--- config.mk ---
export PLATFORM = sky130hd
export DESIGN_NAME = pt_walker
export DESIGN_NICKNAME = d
export VERILOG_FILES = /design/src/rtl/pt_walker.sv
export SDC_FILE = /design/constraint.sdc
export NUM_CORES = 1
export LEC_CHECK = 0
export ABC_AREA = 1
export BUFFER_PORTS_ARGS = -buffer_cell sky130_fd_sc_hd__buf_2
export CORE_MARGIN = 4
export CORE_UTILIZATION = 47
export DETAILED_ROUTE_END_ITERATION = 16
export PLACE_DENSITY = 0.79
export SLEW_MARGIN = 20
export SYNTH_ARGS = -nofsm -noshare
export SYNTH_HDL_FRONTEND = slang
export SYNTH_SLANG_ARGS = --single-unit
--- constraint.sdc ---
create_clock -name clk -period 2.1 [get_ports clk]
set_input_delay 0.42 -clock clk [delete_from_list [all_inputs] [get_ports clk]]
set_output_delay 0.42 -clock clk [all_outputs]
set_load 0.01 [all_outputs]
--- src/rtl/pt_walker.sv ---
module pt_walker #(
  parameter int VA_W    = 48,
  parameter int PA_W    = 52,
  parameter int IDX_W   = 9,
  parameter int LEVELS  = 4,
  parameter int OFF_W   = 12,
  parameter int PTE_W   = 64,
  parameter int FRAME_W = PA_W - OFF_W,
  parameter int LVL_W   = $clog2(LEVELS)
) (
  input  logic               clk,
  input  logic               rst_n,
  input  logic               req_valid,
  output logic               req_ready,
  input  logic [VA_W-1:0]    req_vaddr,
  input  logic               req_write,
  input  logic               req_user,
  input  logic [FRAME_W-1:0] root_frame,
  output logic               mem_req,
  output logic [PA_W-1:0]    mem_addr,
  input  logic               mem_rvalid,
  input  logic [PTE_W-1:0]   mem_rdata,
  output logic               rsp_valid,
  output logic               rsp_fault,
  output logic [1:0]         rsp_cause,
  output logic [LVL_W-1:0]   rsp_level,
  output logic [PA_W-1:0]    rsp_paddr
);
  localparam int ENT_B = PA_W - FRAME_W - IDX_W;
  localparam logic [1:0] C_NONE = 2'd0, C_NP = 2'd1, C_WP = 2'd2, C_PRIV = 2'd3;
  localparam logic [LVL_W-1:0] LAST = LVL_W'(LEVELS - 1);

  typedef enum logic [1:0] {S_IDLE, S_FETCH, S_DONE} state_t;
  state_t state;

  logic [VA_W-1:0]    va_q;
  logic               wr_q, usr_q;
  logic [LVL_W-1:0]   lvl_q;
  logic [FRAME_W-1:0] frame_q;
  logic [IDX_W-1:0]   idx_tab [LEVELS];

  for (genvar g = 0; g < LEVELS; g++) begin : g_idx
    assign idx_tab[g] = va_q[OFF_W + IDX_W*(LEVELS-1-g) +: IDX_W];
  end

  wire                pte_p     = mem_rdata[0];
  wire                pte_rw    = mem_rdata[1];
  wire                pte_sup   = mem_rdata[2];
  wire [FRAME_W-1:0]  pte_frame = mem_rdata[OFF_W +: FRAME_W];
  logic unused_pte;
  assign unused_pte = ^{mem_rdata[PTE_W-1:OFF_W+FRAME_W], mem_rdata[OFF_W-1:3]};

  logic [1:0] cause_n;
  always_comb begin
    if (!pte_p)                 cause_n = C_NP;
    else if (usr_q && pte_sup)  cause_n = C_PRIV;
    else if (wr_q && !pte_rw)   cause_n = C_WP;
    else                        cause_n = C_NONE;
  end

  assign req_ready = (state == S_IDLE);
  assign mem_req   = (state == S_FETCH);
  assign rsp_valid = (state == S_DONE);
  assign mem_addr  = {frame_q, idx_tab[lvl_q], {ENT_B{1'b0}}};

  always_ff @(posedge clk) begin
    if (!rst_n) begin
      state     <= S_IDLE;
      va_q      <= '0;
      wr_q      <= 1'b0;
      usr_q     <= 1'b0;
      lvl_q     <= '0;
      frame_q   <= '0;
      rsp_fault <= 1'b0;
      rsp_cause <= C_NONE;
      rsp_level <= '0;
      rsp_paddr <= '0;
    end else begin
      case (state)
        S_IDLE: if (req_valid) begin
          va_q    <= req_vaddr;
          wr_q    <= req_write;
          usr_q   <= req_user;
          frame_q <= root_frame;
          lvl_q   <= '0;
          state   <= S_FETCH;
        end
        S_FETCH: if (mem_rvalid) begin
          if (cause_n != C_NONE) begin
            rsp_fault <= 1'b1;
            rsp_cause <= cause_n;
            rsp_level <= lvl_q;
            state     <= S_DONE;
          end else if (lvl_q == LAST) begin
            rsp_fault <= 1'b0;
            rsp_cause <= C_NONE;
            rsp_level <= lvl_q;
            rsp_paddr <= {pte_frame, va_q[OFF_W-1:0]};
            state     <= S_DONE;
          end else begin
            frame_q <= pte_frame;
            lvl_q   <= lvl_q + 1'b1;
          end
        end
        default: state <= S_IDLE;
      endcase
    end
  end
endmodule

==> flow_metrics.env, run 1 <==
export IMPL_outcome="finished, final reports clean"
export IMPL_grt_pass1_wl_mm=29.7
export IMPL_wire_per_inst_microns=15.1
export IMPL_drt_iter0_markers=578
export IMPL_die_area_sq_um=15000
export IMPL_fin_crit_sh_pct=94.5
export IMPL_synth_top_area_cell="dfxtp_1"
export IMPL_fp_dieH_microns=123
export IMPL_drt_antenna_violating_nets=0
export IMPL_finish_net_count=1254
export IMPL_finalSetupTns_ns=0
export IMPL_first_pass_iters=5
export IMPL_htreeDepth=4
export IMPL_finalWeightedCongestion=0.793
export IMPL_synth_cell_types=19
export IMPL_internal_power_mw=5.84
export IMPL_io_pins=270
export IMPL_dp_cells=1248
export IMPL_hold_start="req_vaddr[7]"
export IMPL_cts_num_sinks=151
export IMPL_synth_flop_cell="dfxtp_1"
export IMPL_grt_start_max_net_pins=58
export IMPL_seq_power_share_pct=40.2
export IMPL_synth_seq_cells=151
export IMPL_clkPwrFrac_pct=45.6
export IMPL_core_area_sq_um=12700
export IMPL_syn_inst=875
export IMPL_synth_edff_count=0
export IMPL_worstSkewPairLatency_ns=0.42
export IMPL_synth_area_sq_um=6180
export IMPL_power_density_nw_per_um2=947
export IMPL_cts_buffer_depth=2
export IMPL_whs_path_depth=3
export IMPL_finalWirelength_mm=19.4
export IMPL_crit_path_cell_trace="buf_4, clkinvlp_4, o21ai_0, o22ai_1, buf_2"
export IMPL_hold_ws_ns=0.242
export IMPL_min_delay_path_class="in -> reg"
export IMPL_io_buffers=245
export IMPL_worst_endpoint_required_ns=1.68
export IMPL_relSlewSlack_pct=59.2
export IMPL_grt_overflow_total=0
export IMPL_max_freq_mhz=504
export IMPL_critPathArrivalTime_ns=1.57
export IMPL_hpwl_mm=13.1
export IMPL_seq_area_frac_synth_pct=48.9
export IMPL_finalHoldViolations=0
export IMPL_drc=0
export IMPL_hold_path_endpoint="va_q[7]$_SDFFE_PN0P_"
export IMPL_slowest_delay_ns=0.37
export IMPL_clock_skew_ns=0.0175
export IMPL_grt_usage_pct=25.0
export IMPL_vias=6661
export IMPL_yosys_top_cells_count="231 x nand2_1, 151 x dfxtp_1, 126 x nor2_1"
export IMPL_finalSetupViolations=0
export IMPL_switching_share_pct=25.1
export IMPL_yosysWarnings=0
export IMPL_netlist_area_leader_share_pct=48.9
export IMPL_grt_pass1_vias=6106
export IMPL_r2r_cells=9
export IMPL_holdBufCountCts=0
export IMPL_start_kind="register"
export IMPL_critPathMaxFanout=9
export IMPL_synthMostInstantiatedCell="nand2_1"
export IMPL_timing_reg2reg_setup_slack_ns=0.22
export IMPL_fin_cells=1280
export IMPL_clk_pin_slew_ns=0.06
export IMPL_drv_cap=0
export IMPL_die_x_microns=123
export IMPL_pwr_share_comb_pct=14.2
export IMPL_areaGrowthSynthToFinish_pct=33.2
export IMPL_ys_async_sr_fraction_pct=0
export IMPL_cts_made_buffers=17
export IMPL_r2r_start="state[1]$_SDFFE_PN0P_"
export IMPL_report_final_slew_viol_count=0
export IMPL_period_minus_slack_ns=1.99
export IMPL_rows=41
export IMPL_tritoncts="yes"
export IMPL_cp_slowest_cell="dfxtp_1"
export IMPL_syn_area_per_cell_sq_um=7.06
export IMPL_vias_per_cell=5.20
export IMPL_rsz0062_at_grt="no"
export IMPL_crit_path_end_kind="output port"
export IMPL_drive_above_1_share_pct=28.1
export IMPL_initial_core_util_pct=48.6
export IMPL_antenna_found_initial=1
export IMPL_ir_drop_v=0.000536
export IMPL_critPathKind="reg -> out"
export IMPL_netlist_top_cells_area="dfxtp_1 49%, nand2_1 14%, a21oi_1 7.9%"
export IMPL_tightest_slew_ns=0.613
export IMPL_cts_root_buffer="clkbuf_16"
export IMPL_power_leakage_nw=3.91
export IMPL_diodes=0
export IMPL_switching_power_mw=1.96
export IMPL_timing_rr_end="frame_q[9]$_SDFFE_PN0P_"
## state kept, by name (all words and copies together) (netlist names)
register / flops
frame_q: 40
lvl_q: 2
rsp_cause: 2
rsp_fault: 1
rsp_level: 2
rsp_paddr: 52
state: 2
usr_q: 1
va_q: 48
wr_q: 1
## through the flow
stage / utilization, % / cell area, sq um / total power [mW] / setup WS (ns)
after floorplan: - / 6190 / 3.85 / 0.610
after global placement: 59.2 / 7530 / 4.28 / 0.326
after detailed placement: 59.2 / 7530 / 4.30 / 0.259
after CTS: 64.7 / 8230 / 7.85 / 0.00101
after global routing: 64.7 / 8230 / 8.11 / 0.00904
final: 64.7 / 8230 / 7.79 / 0.115
## layout by cell type, fill, tap and decap left out, types with 5 or more instances in the layout
cell type,count
o22ai_1,9
clkbuf_16,17
dfxtp_1,150
bufinv_16,7
inv_2,5
buf_2,245
a21oi_1,98
inv_1,9
o21ai_0,68
buf_4,20
nand3_1,98
nand2_1,230
nor2_1,126
## repair_timing
item / in CTS / in global routing
endpoints found under the setup margin: 0 / 8
buffers inserted: 0 / 0
gates resized for setup: 0 / 4
## worst max-delay path, delay by kind of cell (launching register included)
family | cells | cell delay (ns)
buffers and inverters | 3 | 0.52
flip-flops | 1 | 0.37
AO/OA/AOI/OAI | 2 | 0.27
## cells by family (layout without fill, tap and decap cells)
| logic type | after synthesis | after routing | share of synthesized area (%) |
|---|---|---|---|
| other | 1 | 3 | 0.0607 |
| and+or+nand+nor | 463 | 463 | 30.6 |
| DFF | 151 | 151 | 48.9 |
| adders and majority gates | 1 | 1 | 0.202 |
| AOI/OAI and AO/OA | 175 | 175 | 14.4 |
| buffers and inverters | 84 | 315 | 5.87 |
## power by group through the flow
stage | clock (mW) | combinational (mW) | sequential (mW)
floorplan | 0 | 0.623 | 3.22
global placement | 0 | 1.09 | 3.19
detailed placement | 0 | 1.10 | 3.20
CTS | 3.60 | 1.11 | 3.14
global route | 3.72 | 1.23 | 3.16
finish | 3.55 | 1.11 | 3.14
## per-layer routing
layer,wire length (microns),global-route usage [%]
met1,8070,31.1
met2,9400,41.5
met3,1570,7.33
met4,333,8.19
met5,13,0
## worst max-delay path by stage
stage | from | to | cells past startpoint
after floorplan | lvl_q[0]$_SDFFE_PN0P_ | frame_q[0]$_SDFFE_PN0P_ | 8
after global placement | state[1]$_SDFFE_PN0P_ | frame_q[11]$_SDFFE_PN0P_ | 9
after detailed placement | state[1]$_SDFFE_PN0P_ | frame_q[9]$_SDFFE_PN0P_ | 9
after CTS | lvl_q[0]$_SDFFE_PN0P_ | mem_addr[6] | 5
after global routing | lvl_q[1]$_SDFFE_PN0P_ | mem_addr[6] | 5
final | lvl_q[1]$_SDFFE_PN0P_ | mem_addr[6] | 5
## cell type report
class / instances / area [sq um]
fill: 1168 / 4490
sequential: 151 / 3020
multi-input combinational: 642 / 2810
timing repair buffer: 268 / 1430
clock buffer: 19 / 443
clock inverter: 13 / 250
tap: 172 / 215
inverter: 15 / 60.1
Power figures use the tool's default switching activity.
==> run 2: changes to the inputs <==
==> constraint.sdc (replaced) <==
create_clock -name clk -period 2.39 [get_ports clk]
set_input_delay 0.478 -clock clk [delete_from_list [all_inputs] [get_ports clk]]
set_output_delay 0.478 -clock clk [all_outputs]
set_load 0.01 [all_outputs]
==> run 2 against run 1 <==
  * Clock skew fell by 0.012 ns
  * Register-to-register slack improved by 0.39 ns
  * Sequential share of layout area up 0.97 points
  * Final area shrank 2.6%
  * Critical path type unchanged
  * Utilization is 1.7 points lower
==> flow_metrics.env, run 2 (synthesis results as in run 1) <==
export IMPL_outcome="finished, final reports clean"
export IMPL_tritoncts="yes"
export IMPL_finalHoldViolations=0
export IMPL_grt_pass1_vias=5913
export IMPL_rows=41
export IMPL_total_power_mw=6.02
export IMPL_io_buffers=245
export IMPL_fin_crit_sh_pct=92.4
export IMPL_layout_commonest_cell="buf_2"
export IMPL_cts_num_sinks=151
export IMPL_report_final_slew_viol_count=0
export IMPL_post_dp_cell_area_sq_um=7510
export IMPL_grt_start_max_net_pins=55
export IMPL_cts_root_buffer="clkbuf_16"
export IMPL_finalWeightedCongestion=0.812
export IMPL_drt_antenna_violating_nets=0
export IMPL_max_freq_mhz=453
export IMPL_relSlewSlack_pct=62.4
export IMPL_io_pins=270
export IMPL_drc=0
export IMPL_grt_usage_pct=24.2
export IMPL_finalSetupViolations=0
export IMPL_clk_pin_slew_ns=0.06
export IMPL_crit_path_end_kind="output port"
export IMPL_drive_above_1_share_pct=27.3
export IMPL_fp_dieH_microns=123
export IMPL_finish_net_count=1254
export IMPL_min_delay_path_class="in -> reg"
export IMPL_drt_iter0_markers=556
export IMPL_cp_slowest_cell="dfxtp_1"
export IMPL_clock_skew_ns=0.00568
export IMPL_grt_pass1_wl_mm=28.8
export IMPL_rsz0062_at_grt="no"
export IMPL_critPathKind="reg -> out"
export IMPL_areaGrowthSynthToFinish_pct=29.8
export IMPL_cp_top_family="buffers and inverters"
export IMPL_crit_path_cell_trace="buf_4, clkinvlp_4, o21ai_1, o22ai_1, buf_2"
export IMPL_wire_per_inst_microns=14.5
export IMPL_fin_cells=1277
export IMPL_cts_buffer_depth=2
export IMPL_fin_area_sq_um=8020
export IMPL_layout_common_cells="245 x buf_2, 230 x nand2_1, 151 x dfxtp_1"
export IMPL_htreeDepth=4
export IMPL_die_x_microns=123
export IMPL_start_kind="register"
export IMPL_fin_util_pct=63.0
export IMPL_first_pass_iters=5
export IMPL_vias_per_cell=5.13
export IMPL_finalWirelength_mm=18.5
export IMPL_core_area_sq_um=12700
export IMPL_finalSetupTns_ns=0
export IMPL_vias=6556
export IMPL_hpwl_mm=13.0
export IMPL_diodes=0
export IMPL_worst_path_buf_inv=3
export IMPL_largest_register="rsp_paddr"
export IMPL_slowest_delay_ns=0.36
export IMPL_initial_core_util_pct=48.6
export IMPL_worst_endpoint_required_ns=1.91
export IMPL_holdBufCountCts=0
export IMPL_critPathMaxFanout=18
export IMPL_drv_cap=0
export IMPL_dp_cells=1248
export IMPL_grt_overflow_total=0
export IMPL_tightest_slew_ns=0.564
export IMPL_period_minus_slack_ns=2.21
export IMPL_largest_register_ffs=52
export IMPL_antenna_found_initial=1
export IMPL_power_density_nw_per_um2=751
export IMPL_critPathArrivalTime_ns=1.73
export IMPL_cts_made_buffers=17
export IMPL_power_leakage_nw=3.82
export IMPL_ir_drop_v=0.000460
export IMPL_worstSkewPairLatency_ns=0.41
export IMPL_largestRegisters="rsp_paddr (52), va_q (48), frame_q (40)"
export IMPL_die_area_sq_um=15000
-- run 2: changes by cell type in the layout (fill, tap and decap cells not counted), sizes merged --
cell | before | now
clkbuf | 19 | 25
clkinv | 5 | 3
bufinv | 7 | 0
-- run 2: layer usage --
metal / vias to the layer above / global-route usage, % / part of all wire, %
li1: 3294 / - / -
met1: 2974 / 30.2 / 41
met2: 264 / 40.5 / 48
met3: 22 / 6.18 / 8.6
met4: 2 / 8.47 / 1.7
met5: - / 0 / 0.070
-- run 2: where the power goes --
group,total [mW],switching (mW),internal (mW)
clock network,2.32,0.931,1.39
registers,2.76,0.0788,2.68
logic,0.949,0.593,0.356
-- run 2: cell type report --
class | count | area (sq um)
well taps | 172 | 215
inverters | 15 | 60.1
clock inverters | 4 | 22.5
fillers | 1259 | 4700
flip-flops and latches | 151 | 3020
multi-input cells | 642 | 2810
clock buffers | 25 | 485
repair buffers | 268 | 1400
-- run 2: worst paths after layout --
check / cells after the start / slack [ns] / endpoint / startpoint
min reg2reg: 2 / 0.46 / rsp_paddr[5]$_SDFFE_PN0P_ / rsp_paddr[5]$_SDFFE_PN0P_
min: 3 / 0.31 / va_q[8]$_SDFFE_PN0P_ / req_vaddr[8]
max: 5 / 0.18 / mem_addr[11] / lvl_q[0]$_SDFFE_PN0P_
max reg2reg: 8 / 0.61 / rsp_paddr[37]$_SDFFE_PN0P_ / state[1]$_SDFFE_PN0P_
-- run 2: metrics by stage --
step	worst slack [ns]	hold slack [ns]
after floorplan	0.865	0.449
after global placement	0.553	0.431
after detailed placement	0.506	0.449
after CTS	0.122	0.299
after global routing	0.00535	0.314
final	0.182	0.314
-- run 2: timing repair --
item                                    CTS  global route
buffers inserted                          0             0
endpoints found under the setup margin    0             1
gates resized for setup                   0             3
-- run 2: tightest hold or removal path, stage by stage --
cell     delay (ns)
buf_2          0.07
o21ai_0        0.07
nor2_1         0.07
==> run 3: changes to the inputs <==
--- a/config.mk
+++ b/config.mk
@@ -5,12 +5,11 @@
 export SDC_FILE = /design/constraint.sdc
 export NUM_CORES = 1
 export LEC_CHECK = 0
-export ABC_AREA = 1
 export BUFFER_PORTS_ARGS = -buffer_cell sky130_fd_sc_hd__buf_2
 export CORE_MARGIN = 4
-export CORE_UTILIZATION = 47
+export CORE_UTILIZATION = 54
 export DETAILED_ROUTE_END_ITERATION = 16
-export PLACE_DENSITY = 0.79
+export PLACE_DENSITY = 0.86
 export SLEW_MARGIN = 20
 export SYNTH_ARGS = -nofsm -noshare
 export SYNTH_HDL_FRONTEND = slang
==> run 3 against run 2 <==
  * Clock skew increased by 0.0044 ns
  * Non-clock buffer count down 4
  * Clock power up 12%
  * Final area is 15% higher
  * Sequential share of layout area shrank 5.0 points
  * Worst hold slack worse by 0.018 ns
  * Combinational power shrank 17%
  * Routed wire length rose by 16%
  * Utilization is 3.9 points higher
  * Critical path depth down 2
  * Flip-flop and latch count unchanged
  * First-iteration DRC count is 13% higher
  * Critical path type unchanged
  * Largest cell class is now multi-input combinational cells
  * Largest power group unchanged
==> flow_metrics.env, run 3 <==
export IMPL_met3_length_mm=1.65
export IMPL_grt_pass1_wl_mm=34.7
export IMPL_crit_path_cell_trace="buf_4, mux4_2, buf_2"
export IMPL_synthMostInstantiatedCell="nand2_1"
export IMPL_finalWeightedCongestion=0.868
export IMPL_synth_top_area_cell="dfxtp_1"
export IMPL_rsz0062_at_grt="no"
export IMPL_cts_root_buffer="clkbuf_16"
export IMPL_hpwl_mm=14.1
export IMPL_largest_register_ffs=52
export IMPL_synth_area_sq_um=7580
export IMPL_routed_top_layer="met5"
export IMPL_largestRegisters="rsp_paddr (52), va_q (48), frame_q (40)"
export IMPL_core_area_sq_um=13800
export IMPL_max_freq_mhz=444
export IMPL_drt_iter0_markers=626
export IMPL_clk_pin_slew_ns=0.06
export IMPL_cts_made_buffers=17
export IMPL_ctsResizeCount=0
export IMPL_ys_async_sr_fraction_pct=0
export IMPL_area_sequential_sq_um=3020
export IMPL_grt_pass1_vias=6894
export IMPL_tritoncts="yes"
export IMPL_layout_commonest_cell="buf_2"
export IMPL_yosysWarnings=0
export IMPL_diodes=0
export IMPL_slowest_delay_ns=0.54
export IMPL_synth_compound_area_share_pct=15.8
export IMPL_syn_inst=854
export IMPL_wl_met1_mm=8.61
export IMPL_yosys_area_share_simple_pct=26.4
export IMPL_synth_top_family_by_area="simple AND/OR/NAND/NOR gates"
export IMPL_fillers=1083
export IMPL_report_final_slew_viol_count=0
export IMPL_multiInputGateArea_sq_um=3990
export IMPL_worstSkewPairLatency_ns=0.42
export IMPL_finalSetupViolations=0
export IMPL_power_density_nw_per_um2=660
export IMPL_finish_net_count=1201
export IMPL_drv_cap=0
export IMPL_min_delay_path_class="in -> reg"
export IMPL_critPathKind="reg -> out"
export IMPL_crit_path_end_kind="output port"
export IMPL_vias=7038
export IMPL_fin_crit_sh_pct=94.3
export IMPL_cts_num_sinks=151
export IMPL_relSlewSlack_pct=56.8
export IMPL_finalWirelength_mm=21.4
export IMPL_drive_above_1_share_pct=33.3
export IMPL_vias_per_cell=5.71
export IMPL_drc=0
export IMPL_die_area_sq_um=16000
export IMPL_power_leakage_nw=3.91
export IMPL_start_kind="register"
export IMPL_synth_edff_count=0
export IMPL_grt_overflow_total=0
export IMPL_cp_slowest_cell="mux4_2"
export IMPL_synth_seq_cells=151
export IMPL_wire_per_inst_microns=17.4
export IMPL_die_x_microns=127
export IMPL_fp_dieH_microns=127
export IMPL_post_cts_buffers=0
export IMPL_period_minus_slack_ns=2.25
export IMPL_synth_xor_area_share_pct=0
export IMPL_worst_endpoint_required_ns=1.91
export IMPL_antenna_found_initial=1
export IMPL_areaGrowthSynthToFinish_pct=22.0
export IMPL_yosys_top_cells_count="212 x nand2_1, 151 x dfxtp_1, 62 x clkbuf_1"
export IMPL_dr_wl_met2_mm=10.4
export IMPL_rows=43
export IMPL_grt_usage_pct=26.4
export IMPL_grt_start_max_net_pins=82
export IMPL_synth_cell_types=44
export IMPL_seq_area_frac_synth_pct=39.9
export IMPL_critPathArrivalTime_ns=1.78
export IMPL_netlist_top_cells_area="dfxtp_1 40%, nand2_1 10%, o221ai_2 7.9%"
export IMPL_cp_top_family="multiplexers"
export IMPL_finalHoldViolations=0
export IMPL_layout_common_cells="244 x buf_2, 212 x nand2_1, 150 x dfxtp_1"
export IMPL_netlist_area_leader_share_pct=39.9
export IMPL_syn_area_per_cell_sq_um=8.88
export IMPL_htreeDepth=4
export IMPL_initial_core_util_pct=54.9
export IMPL_ir_drop_v=0.000399
export IMPL_synth_fa_ha_area_share_pct=0.165
export IMPL_fin_area_sq_um=9250
export IMPL_synth_mux_area_share_pct=9.93
export IMPL_cts_buffer_depth=2
export IMPL_first_pass_iters=5
export IMPL_holdBufCountCts=0
export IMPL_critPathMaxFanout=9
export IMPL_clock_skew_ns=0.0100
export IMPL_post_dp_cell_area_sq_um=8680
export IMPL_tightest_slew_ns=0.647
export IMPL_synth_flop_cell="dfxtp_1"
export IMPL_largest_register="rsp_paddr"
export IMPL_worst_path_buf_inv=2
export IMPL_outcome="finished, final reports clean"
export IMPL_io_pins=270
export IMPL_finalSetupTns_ns=0
export IMPL_io_buffers=245
export IMPL_drt_antenna_violating_nets=0
run 3: cell count changes after synthesis, sizes merged, moves of 30 or more:
cell,before,now
o21ai,68,1
nand3,98,41
nand4,4,41
o221ai,0,40
a31oi,0,42
mux2i,0,55
clkbuf,32,62
and2,0,41
a21oi,98,51
nor2,128,4
and3b,0,41
run 3: per-stage QoR:
step / utilization [%] / setup slack (ns) / hold slack [ns] / cells / power [mW]
finish: 66.9 / 0.136 / 0.296 / 1233 / 6.10
global placement: 62.8 / 0.473 / 0.439 / 1203 / 3.52
floorplan: - / 0.703 / 0.433 / 856 / 3.25
global route: 66.9 / 0.0658 / 0.297 / 1233 / 6.34
detailed placement: 62.8 / 0.411 / 0.445 / 1203 / 3.54
CTS: 66.9 / 0.109 / 0.285 / 1233 / 6.14
run 3: tightest hold or removal path: cells and delay by family:
family | cells | cell delay, ns
buffers and inverters | 1 | 0.09
and+or+nand+nor | 1 | 0.04
AOI/OAI and AO/OA | 1 | 0.05
run 3: logic make-up (layout without fill, tap and decap cells):
group	count (synthesis)	count (layout)
other	1	3
adders and majority gates	1	1
buffers and inverters	101	298
DFF	151	151
and+or+nand+nor	394	394
muxes	64	64
AOI/OAI and AO/OA	142	142
run 3: path summary, 6_finish.rpt:
path,startpoint,endpoint,slack (ns),cells past startpoint
hold reg to reg,rsp_paddr[8]$_SDFFE_PN0P_,rsp_paddr[8]$_SDFFE_PN0P_,0.45,2
hold / removal,req_vaddr[5],va_q[5]$_SDFFE_PN0P_,0.30,3
setup reg to reg,state[0]$_SDFFE_PN0P_,lvl_q[0]$_SDFFE_PN0P_,0.45,4
setup / recovery,lvl_q[0]$_SDFFE_PN0P_,mem_addr[7],0.14,3
run 3: final cells by class:
cell class	count	share of cell area, %
multi-input combinational	604	43.1
timing repair buffer	264	15.4
clock inverter	8	1.07
sequential	151	32.7
clock buffer	22	5.13
inverter	4	0.176
tap	180	2.43
run 3: report_power, final:
| group | internal (mW) | leakage, nW | switching [mW] |
|---|---|---|---|
| combinational | 0.326 | 2.40 | 0.459 |
| clock | 1.60 | 0.278 | 1.01 |
| sequential | 2.63 | 1.23 | 0.0748 |
| total | 4.56 | 3.91 | 1.54 |
run 3: metal layers:
layer | track usage (%) | up-vias
met4 | 11.4 | 2
met3 | 6.95 | 52
met5 | 0 | -
li1 | - | 3397
met1 | 33.2 | 3298
met2 | 42.7 | 289
